===== src/rtl/pwr_dom_pkg.sv =====
package pwr_dom_pkg;

  // control word bit positions (neighbour logic decodes these)
  localparam int CB_RSTN     = 0;
  localparam int CB_ISO      = 1;
  localparam int CB_PON      = 2;
  localparam int CB_PON2     = 3;
  localparam int CB_CLKOFF   = 4;
  localparam int CB_SRAM_LSB = 8;

  typedef enum logic [3:0] {
    S_OFF    = 4'd0,
    S_ON     = 4'd1,
    S_ERR    = 4'd2,
    U_PWR2   = 4'd3,
    U_WACK   = 4'd4,
    U_ISO    = 4'd5,
    U_RST    = 4'd6,
    U_SRAM   = 4'd7,
    U_WSRAM  = 4'd8,
    D_SRAM   = 4'd9,
    D_WSRAM  = 4'd10,
    D_RST    = 4'd11,
    D_CLK    = 4'd12,
    D_PWR1   = 4'd13,
    D_PWR2   = 4'd14,
    D_WACK   = 4'd15
  } seq_st_e;

endpackage


===== src/rtl/pwr_dom_ack_eval.sv =====
module pwr_dom_ack_eval #(
  parameter int              SACK_W        = 4,
  parameter logic [SACK_W-1:0] SRAM_ACK_MASK = '1
) (
  input  logic              ack_a,
  input  logic              ack_b,
  input  logic [SACK_W-1:0] sram_ack,
  output logic              pwr_up_ok,
  output logic              pwr_dn_ok,
  output logic              sram_awake,
  output logic              sram_asleep
);

  logic [SACK_W-1:0] sel;

  assign sel         = sram_ack & SRAM_ACK_MASK;
  // a split pair is transitional: neither condition holds
  assign pwr_up_ok   = ack_a & ack_b;
  assign pwr_dn_ok   = ~ack_a & ~ack_b;
  // a zero mask makes both SRAM conditions trivially true
  assign sram_awake  = (sel == '0);
  assign sram_asleep = (sel == SRAM_ACK_MASK);

endmodule


===== src/rtl/pwr_dom_wdog.sv =====
module pwr_dom_wdog #(
  parameter int LIMIT = 1024
) (
  input  logic clk,
  input  logic rst_n,
  input  logic run,
  output logic expired
);

  localparam int            CW   = $clog2(LIMIT + 1);
  localparam logic [CW-1:0] LAST = CW'(LIMIT - 1);

  logic [CW-1:0] cnt_q;

  always_ff @(posedge clk or negedge rst_n) begin
    if (!rst_n)            cnt_q <= '0;
    else if (!run)         cnt_q <= '0;
    else if (cnt_q != LAST) cnt_q <= cnt_q + 1'b1;
  end

  assign expired = run && (cnt_q == LAST);

endmodule


===== src/rtl/pwr_dom_seq.sv =====
module pwr_dom_seq
  import pwr_dom_pkg::*;
#(
  parameter int                SRAM_W        = 4,
  parameter logic [SRAM_W-1:0] SRAM_PDN_MASK = '1,
  parameter int                SACK_W        = 4,
  parameter logic [SACK_W-1:0] SRAM_ACK_MASK = '1,
  parameter int                BP_W          = 4,
  parameter logic [BP_W-1:0]   BP_MASK       = 4'h5,
  parameter int                TIMEOUT_CYC   = 1024
) (
  input  logic                        clk,
  input  logic                        rst_n,
  input  logic                        on_req,
  input  logic                        off_req,
  input  logic                        pwr_ack_a,
  input  logic                        pwr_ack_b,
  input  logic [SACK_W-1:0]           sram_ack,
  output logic [CB_SRAM_LSB+SRAM_W-1:0] ctl_word,
  output logic [BP_W-1:0]             bus_prot,
  output logic                        done,
  output logic                        busy,
  output logic                        error,
  output logic [3:0]                  state
);

  localparam int PAD_W = CB_SRAM_LSB - CB_CLKOFF - 1;

  seq_st_e           st_q;
  logic              rstn_q, iso_q, pon_q, pon2_q, clkoff_q, done_q;
  logic [SRAM_W-1:0] pdn_q;
  logic [BP_W-1:0]   bp_q;
  logic              up_ok, dn_ok, sram_awake, sram_asleep;
  logic              in_wait, expired;

  pwr_dom_ack_eval #(
    .SACK_W        (SACK_W),
    .SRAM_ACK_MASK (SRAM_ACK_MASK)
  ) u_eval (
    .ack_a       (pwr_ack_a),
    .ack_b       (pwr_ack_b),
    .sram_ack    (sram_ack),
    .pwr_up_ok   (up_ok),
    .pwr_dn_ok   (dn_ok),
    .sram_awake  (sram_awake),
    .sram_asleep (sram_asleep)
  );

  assign in_wait = (st_q == U_WACK) || (st_q == U_WSRAM) ||
                   (st_q == D_WSRAM) || (st_q == D_WACK);

  pwr_dom_wdog #(.LIMIT(TIMEOUT_CYC)) u_wdog (
    .clk     (clk),
    .rst_n   (rst_n),
    .run     (in_wait),
    .expired (expired)
  );

  always_ff @(posedge clk or negedge rst_n) begin
    if (!rst_n) begin
      st_q     <= S_OFF;
      rstn_q   <= 1'b0;
      iso_q    <= 1'b1;
      pon_q    <= 1'b0;
      pon2_q   <= 1'b0;
      clkoff_q <= 1'b1;
      pdn_q    <= SRAM_PDN_MASK;
      bp_q     <= BP_MASK;
      done_q   <= 1'b0;
    end else begin
      done_q <= 1'b0;
      unique case (st_q)
        S_OFF, S_ON, S_ERR: begin
          if (on_req) begin
            if (st_q == S_ON) done_q <= 1'b1;
            else begin
              pon_q <= 1'b1;
              st_q  <= U_PWR2;
            end
          end else if (off_req) begin
            if (st_q == S_OFF) done_q <= 1'b1;
            else begin
              bp_q <= BP_MASK;
              st_q <= D_SRAM;
            end
          end
        end
        // ---- power-up ----
        U_PWR2: begin pon2_q <= 1'b1; st_q <= U_WACK; end
        U_WACK: begin
          if (up_ok) begin
            clkoff_q <= 1'b0;
            st_q     <= U_ISO;
          end else if (expired) st_q <= S_ERR;
        end
        U_ISO:  begin iso_q  <= 1'b0; st_q <= U_RST;  end
        U_RST:  begin rstn_q <= 1'b1; st_q <= U_SRAM; end
        U_SRAM: begin
          pdn_q <= pdn_q & ~SRAM_PDN_MASK;
          st_q  <= U_WSRAM;
        end
        U_WSRAM: begin
          if (sram_awake) begin
            bp_q   <= '0;
            done_q <= 1'b1;
            st_q   <= S_ON;
          end else if (expired) st_q <= S_ERR;
        end
        // ---- power-down ----
        D_SRAM: begin
          pdn_q <= pdn_q | SRAM_PDN_MASK;
          st_q  <= D_WSRAM;
        end
        D_WSRAM: begin
          if (sram_asleep) begin
            iso_q <= 1'b1;
            st_q  <= D_RST;
          end else if (expired) st_q <= S_ERR;
        end
        D_RST:  begin rstn_q   <= 1'b0; st_q <= D_CLK;  end
        D_CLK:  begin clkoff_q <= 1'b1; st_q <= D_PWR1; end
        D_PWR1: begin pon_q    <= 1'b0; st_q <= D_PWR2; end
        D_PWR2: begin pon2_q   <= 1'b0; st_q <= D_WACK; end
        D_WACK: begin
          if (dn_ok) begin
            done_q <= 1'b1;
            st_q   <= S_OFF;
          end else if (expired) st_q <= S_ERR;
        end
        default: st_q <= S_ERR;
      endcase
    end
  end

  assign ctl_word = {pdn_q, {PAD_W{1'b0}}, clkoff_q, pon2_q, pon_q, iso_q, rstn_q};
  assign bus_prot = bp_q;
  assign done     = done_q;
  assign error    = (st_q == S_ERR);
  assign busy     = !((st_q == S_OFF) || (st_q == S_ON) || (st_q == S_ERR));
  assign state    = st_q;

endmodule


===== config.mk =====
export PLATFORM = sky130hd
export DESIGN_NAME = pwr_dom_seq
export DESIGN_NICKNAME = d
export VERILOG_FILES = /design/src/rtl/pwr_dom_pkg.sv /design/src/rtl/pwr_dom_ack_eval.sv /design/src/rtl/pwr_dom_wdog.sv /design/src/rtl/pwr_dom_seq.sv
export SDC_FILE = /design/constraint.sdc
export NUM_CORES = 1
export LEC_CHECK = 0
export BUFFER_PORTS_ARGS = -buffer_cell sky130_fd_sc_hd__buf_2
export CORE_MARGIN = 8
export CORE_UTILIZATION = 39
export CTS_BUF_LIST = sky130_fd_sc_hd__clkbuf_8 sky130_fd_sc_hd__clkbuf_16
export DETAILED_ROUTE_END_ITERATION = 7
export PLACE_DENSITY_LB_ADDON = 0.15
export SYNTH_ARGS = -nofsm -noshare
export SYNTH_HDL_FRONTEND = slang
export SYNTH_SLANG_ARGS = --single-unit

===== constraint.sdc =====
create_clock -name clk -period 1.5 [get_ports clk]
set_input_delay 0.15 -clock clk [delete_from_list [all_inputs] [get_ports clk]]
set_output_delay 0.15 -clock clk [all_outputs]
set_load 0.005 [all_outputs]

==> results of run 1 <==
## worst paths after layout
kind                                                    end  slack (ps)  depth (start not counted)
worst max-delay path                   state[3]$_DFFE_PN0P_         -60                          5
worst min-delay path                   clkoff_q$_DFFE_PN1P_         240                          3
worst max register to register         state[3]$_DFFE_PN0P_         -60                          5
worst min register to register            iso_q$_DFFE_PN1P_         490                          2
max in group asynchronous              state[1]$_DFFE_PN0P_         730                          2
min in group asynchronous       u_wdog.cnt_q[3]$_DFFE_PN0N_         390                          2
## worst reg2reg max path: cells and delay by family (launching register included)
kind / cells / cell delay [ps]
compound gates: 3 / 480
flops: 1 / 440
simple gates: 2 / 540
## where the power goes
| group | internal, µW | switching, µW | leakage [µW] |
|---|---|---|---|
| combinational | 986 | 1170 | 0.000556 |
| clock | 188 | 217 | 0.0000217 |
| sequential | 812 | 135 | 0.000286 |
## layout make-up
cell class / instances / area, µm² / area share [%]
clock buffer: 3 / 41.29 / 2.085
clock inverter: 1 / 7.507 / 0.3790
inverter: 3 / 11.26 / 0.5685
multi-input combinational: 142 / 874.6 / 44.16
sequential: 23 / 583.1 / 29.44
tap: 50 / 62.56 / 3.159
timing repair buffer: 61 / 400.4 / 20.21
## flip-flops by register name (all words and copies together) (netlist names)
signal	count
clkoff_q	1
u_wdog.cnt_q	11
pdn_q	1
done	1
state	4
pon_q	1
bus_prot	1
pon2_q	1
rstn_q	1
iso_q	1
## layer usage
metal	wire length [µm]	share of wire, %	track usage (%)	up-vias
met5	0	0	0	-
met3	355	8.0	3.041	6
li1	-	-	-	747
met1	1943	44	18.22	741
met4	71	1.6	5.370	0
met2	2070	47	21.52	53
## through the flow
| stage | utilization (%) | hold slack, ps | power [µW] |
|---|---|---|---|
| global placement | 46.72 | 157.0 | 2940 |
| CTS | 49.29 | 232.8 | 3433 |
| finish | 50.24 | 241.5 | 3511 |
| detailed placement | 46.72 | 162.8 | 2951 |
| global route | 50.24 | 264.1 | 3779 |
| floorplan | - | -145.6 | 2320 |
## layout by cell type (no fill, tap or decap), types with 5 or more instances in the layout
master	synthesis	final
nor2_1	21	20
nand4_1	5	5
o31ai_1	5	5
conb_1	1	5
a21oi_1	16	15
o21ai_0	14	13
buf_4	14	31
buf_2	1	27
nand3_1	6	6
dfrtp_1	19	17
nand2_1	16	15
## what timing repair did
item | in CTS | in global routing
resized for setup | 7 | 12
buffers inserted | 2 | 0
hold endpoints to repair | 19 | 0
setup endpoints to repair | 14 | 18
hold buffers | 1 | 0
pin swaps | 0 | 3
cloned | 0 | 0
## cells by family (layout without fill, tap and decap cells)
logic type	Yosys count	count (layout)
AND/OR/NAND/NOR	74	74
buffers and inverters	26	68
multiplexers	2	2
adder cells (fa/ha/maj)	1	1
other	1	5
XOR/XNOR	8	8
AO/OA/AOI/OAI	52	52
flip-flops	23	23
==> results.cfg, run 1 <==
[layout]
fin_nets = 245
layout-drive-gt1-share_pct = 37.77
antenna_cells = 0
layoutNonFillerInstCount = 283
syn_to_final_growth_pct = 25.63
num-fill-cells = 372
finalInstanceArea_mm2 = 0.001981

[die]
pin_count = 33
die_area_mm2 = 0.006333
die_w_um = 79.58
die_h_um = 79.58
initial_core_util_pct = 39.99
fp.coreArea_mm2 = 0.003943
rows = 23

[placement]
dpl_cell_area_mm2 = 0.001842
io_buffers = 27
dp_slack_ps = -80.81
dp_hpwl_um = 3172
dp_cells = 276
place.gp.congestion = 0.8856

[critical_path]
r2r-start = state[3]$_DFFE_PN0P_
cp.buffers_inverters = 0
critPathLaunch = state[3]$_DFFE_PN0P_
arrival_ps = 1720
worstSetupPathType = flop to flop
crit_chain = or3_1 > a21oi_2 > o21ai_2 > nor2b_4 > o21a_1
end_kind = flop
crit_fanout = 6
critPathTopFamily = simple AND/OR/NAND/NOR gates
worst_path_max_delay_cell = dfrtp_1
cpPeakStageDelay_ps = 440
critPathRequiredTime_ps = 1660
worstSetupStartpointType = flop

[logic_synthesis]
synth_top_family_by_area = simple AND/OR/NAND/NOR gates
synthSimpleGateAreaFrac_pct = 23.10
synth_async_sr_flop_share_pct = 100.0
yosysMostFrequentCell = nor2_1
synth-xor-area-share_pct = 4.444
ys_warn_count = 0
synthMuxAreaShare_pct = 1.270
ys_types = 45
synth_fa_ha_area_share_pct = 0.7937
synth_ff_type = dfrtp_1
ys_ff_latch = 23
avgSynthCellArea_um2 = 8.431
synth_top_area_share_pct = 30.16
synth.top_cells.by_area = dfrtp_1, buf_4, dfstp_2
synthCells = 187
yosysTopAreaCell = dfrtp_1
netlist_area_mm2 = 0.001577
synth_compound_gate_area_share_pct = 20.87
synth_edf_count = 0
seq_area_frac_synth_pct = 36.83
synth_common_cells = nor2_1, dfrtp_1, a21oi_1, nand2_1

[pwr]
power_per_cell_area_mw_per_mm2 = 1773
peakVddDrop_mv = 0.8900
p_leak_uw = 0.0008641

[grt]
grt_max_degree = 24
grt_pass1_vias = 1485
grt_pass1_wl_um = 7093
grt_use_total_pct = 13.87
antenna_found_initial = 0
overflow = 0

[timing]
rsz0062_at_grt = true
worstMarginPinSlew_ps = 647.1
setup_slack_ps = -56.43
finalCriticalPeriod_ps = 1556
setup_viol = 7
fin_crit_sh_pct = 103.8
hold_violations = 0
clock_skew_ps = 3.590
drv_slew = 0
timing.fmax_mhz = 642.5
slew-limit-headroom_pct = 56.70
setup_tns_ps = -175.5

[drt]
via_per_inst = 5.466
drt-pass1-iter-count = 4
routedWlPerCell_um = 15.69
postRouteAntennaNets = 0
wl_um = 4440
drc = 0
drt_iter0_drc = 101
vias = 1547

[outcome]
violations = negative setup slack
status = finished with violations

[clocking]
numCtsBuffers = 3
cts_tree = yes
clk_pin_slew_ps = 90
clock-sinks = 23
cts-root-buf = clkbuf_8
clockBufferDepth = 2
clkLatencyLatePin_ps = 270
h-tree-depth = 1

[run]
drv_cap = 0

[worst_hold_path]
hold_class = input port to flop
hp-start = pwr_ack_b
(Power assumes the default switching activity.)
==> inputs of run 2 (changes only) <==
Settings changed: SKIP_CTS_REPAIR_TIMING from default to 1.
==> results.cfg, run 2 (synthesis results as in run 1) <==
[timing]
hold_violations = 0
finalCriticalPeriod_ps = 1581
worstMarginPinSlew_ps = 537.4
drv_slew = 0
setup_tns_ps = -238.4
rsz0062_at_grt = true
slew-limit-headroom_pct = 64.17
setup_slack_ps = -80.80
clock_skew_ps = 1.442
timing.fmax_mhz = 632.6
fin_hold_ws_ps = 238.1
fin_crit_sh_pct = 105.4
setup_viol = 6

[clocking]
numCtsBuffers = 3
cts-root-buf = clkbuf_8
clockBufferDepth = 2
cts_tree = yes
clk_pin_slew_ps = 90
h-tree-depth = 1
clock-sinks = 23
clkLatencyLatePin_ps = 270

[pwr]
power_per_cell_area_mw_per_mm2 = 1762
p_leak_uw = 0.0008641
peakVddDrop_mv = 0.8966

[critical_path]
cp-endpoint = state[3]$_DFFE_PN0P_
worstSetupStartpointType = flop
worstSetupPathType = flop to flop
r2r-end = state[3]$_DFFE_PN0P_
worst_path_max_delay_cell = dfrtp_2
r2r-start = state[1]$_DFFE_PN0P_
critPathRequiredTime_ps = 1670
crit_chain = or3_4 > a21oi_4 > o21ai_4 > nor2b_4 > o21a_1
arrival_ps = 1750
r2r_slack_ps = -80
critPathLaunch = state[1]$_DFFE_PN0P_
end_kind = flop
crit_fanout = 6
worstRegToRegCells = 5
cpPeakStageDelay_ps = 450

[drt]
via_per_inst = 5.546
postRouteAntennaNets = 0
vias = 1564
drt_iter0_drc = 125
drc = 0
wl_um = 4325
drt-pass1-iter-count = 4
routedWlPerCell_um = 15.34

[layout]
final_cell_mix = buf_4, buf_2, nor2_1, dfrtp_1
post-route-util_pct = 50.81
antenna_cells = 0
fin_nets = 244
layout_commonest_cell = buf_4
largest_reg_flops = 11
layoutNonFillerInstCount = 282
largest-register = u_wdog.cnt_q
layout-drive-gt1-share_pct = 39.66
syn_to_final_growth_pct = 27.06
finalInstanceArea_mm2 = 0.002003

[grt]
antenna_found_initial = 0
grt_pass1_vias = 1447
overflow = 0
grt_pass1_wl_um = 6782
grt_use_total_pct = 13.03
grt_max_degree = 24

[die]
pin_count = 33
die_h_um = 79.58
die_w_um = 79.58
fp.coreArea_mm2 = 0.003943
rows = 23
initial_core_util_pct = 39.99
die_area_mm2 = 0.006333

[outcome]
status = finished with violations
violations = negative setup slack

[placement]
dpl_cell_area_mm2 = 0.001842
place.gp.congestion = 0.8856
io_buffers = 27
dp_hpwl_um = 3172
dp_cells = 276

[run]
drv_cap = 0

[worst_hold_path]
hold_class = input port to flop
-- run 2: cell count changes in the layout (fill, tap and decap cells not counted), sizes merged --
cell  previous run  this run
buf             60        59
-- run 2: worst min path at each step --
stage               startpoint                          end  cells past startpoint
finish               pwr_ack_b         clkoff_q$_DFFE_PN1P_                      3
floorplan                rst_n               done$_DFF_PN0_                      0
CTS                      rst_n  u_wdog.cnt_q[2]$_DFFE_PN0N_                      1
global placement         rst_n  u_wdog.cnt_q[4]$_DFFE_PN0N_                      1
global route         pwr_ack_b         clkoff_q$_DFFE_PN1P_                      3
detailed placement       rst_n  u_wdog.cnt_q[2]$_DFFE_PN0N_                      1
-- run 2: layer usage --
layer	up-vias	track usage, %	part of all wire [%]
li1	745	-	-
met1	758	17.35	44
met2	57	19.56	45
met3	4	3.266	9.0
met4	0	5.185	1.3
met5	-	0	0
-- run 2: where the power goes --
group          switching, µW  total, µW  internal [µW]  leakage (µW)
clock                    219        408            188     0.0000217
combinational           1180       2160            978      0.000557
sequential               143        958            815      0.000285
total                   1550       3530           1980      0.000864
-- run 2: critical path, delay by kind of cell, from the launching register on --
kind               cells  cell delay [ps]
and+or+nand+nor        2              540
DFF                    1              450
AOI/OAI and AO/OA      3              490
-- run 2: area by class of cell --
| type | instances | area [µm²] |
|---|---|---|
| clock buffers | 3 | 41.29 |
| clock inverters | 1 | 7.507 |
| fillers | 360 | 1939 |
| inverters | 3 | 11.26 |
| multi-input cells | 142 | 910.9 |
| flip-flops and latches | 23 | 584.3 |
| well taps | 50 | 62.56 |
| repair buffers | 60 | 385.4 |
-- run 2: stage by stage --
stage	power [µW]	worst slack, ps
after floorplan	2320	-38.34
after global placement	2940	-91.01
after detailed placement	2951	-80.81
after CTS	3371	-82.81
after global routing	3796	-135.0
final	3529	-80.80
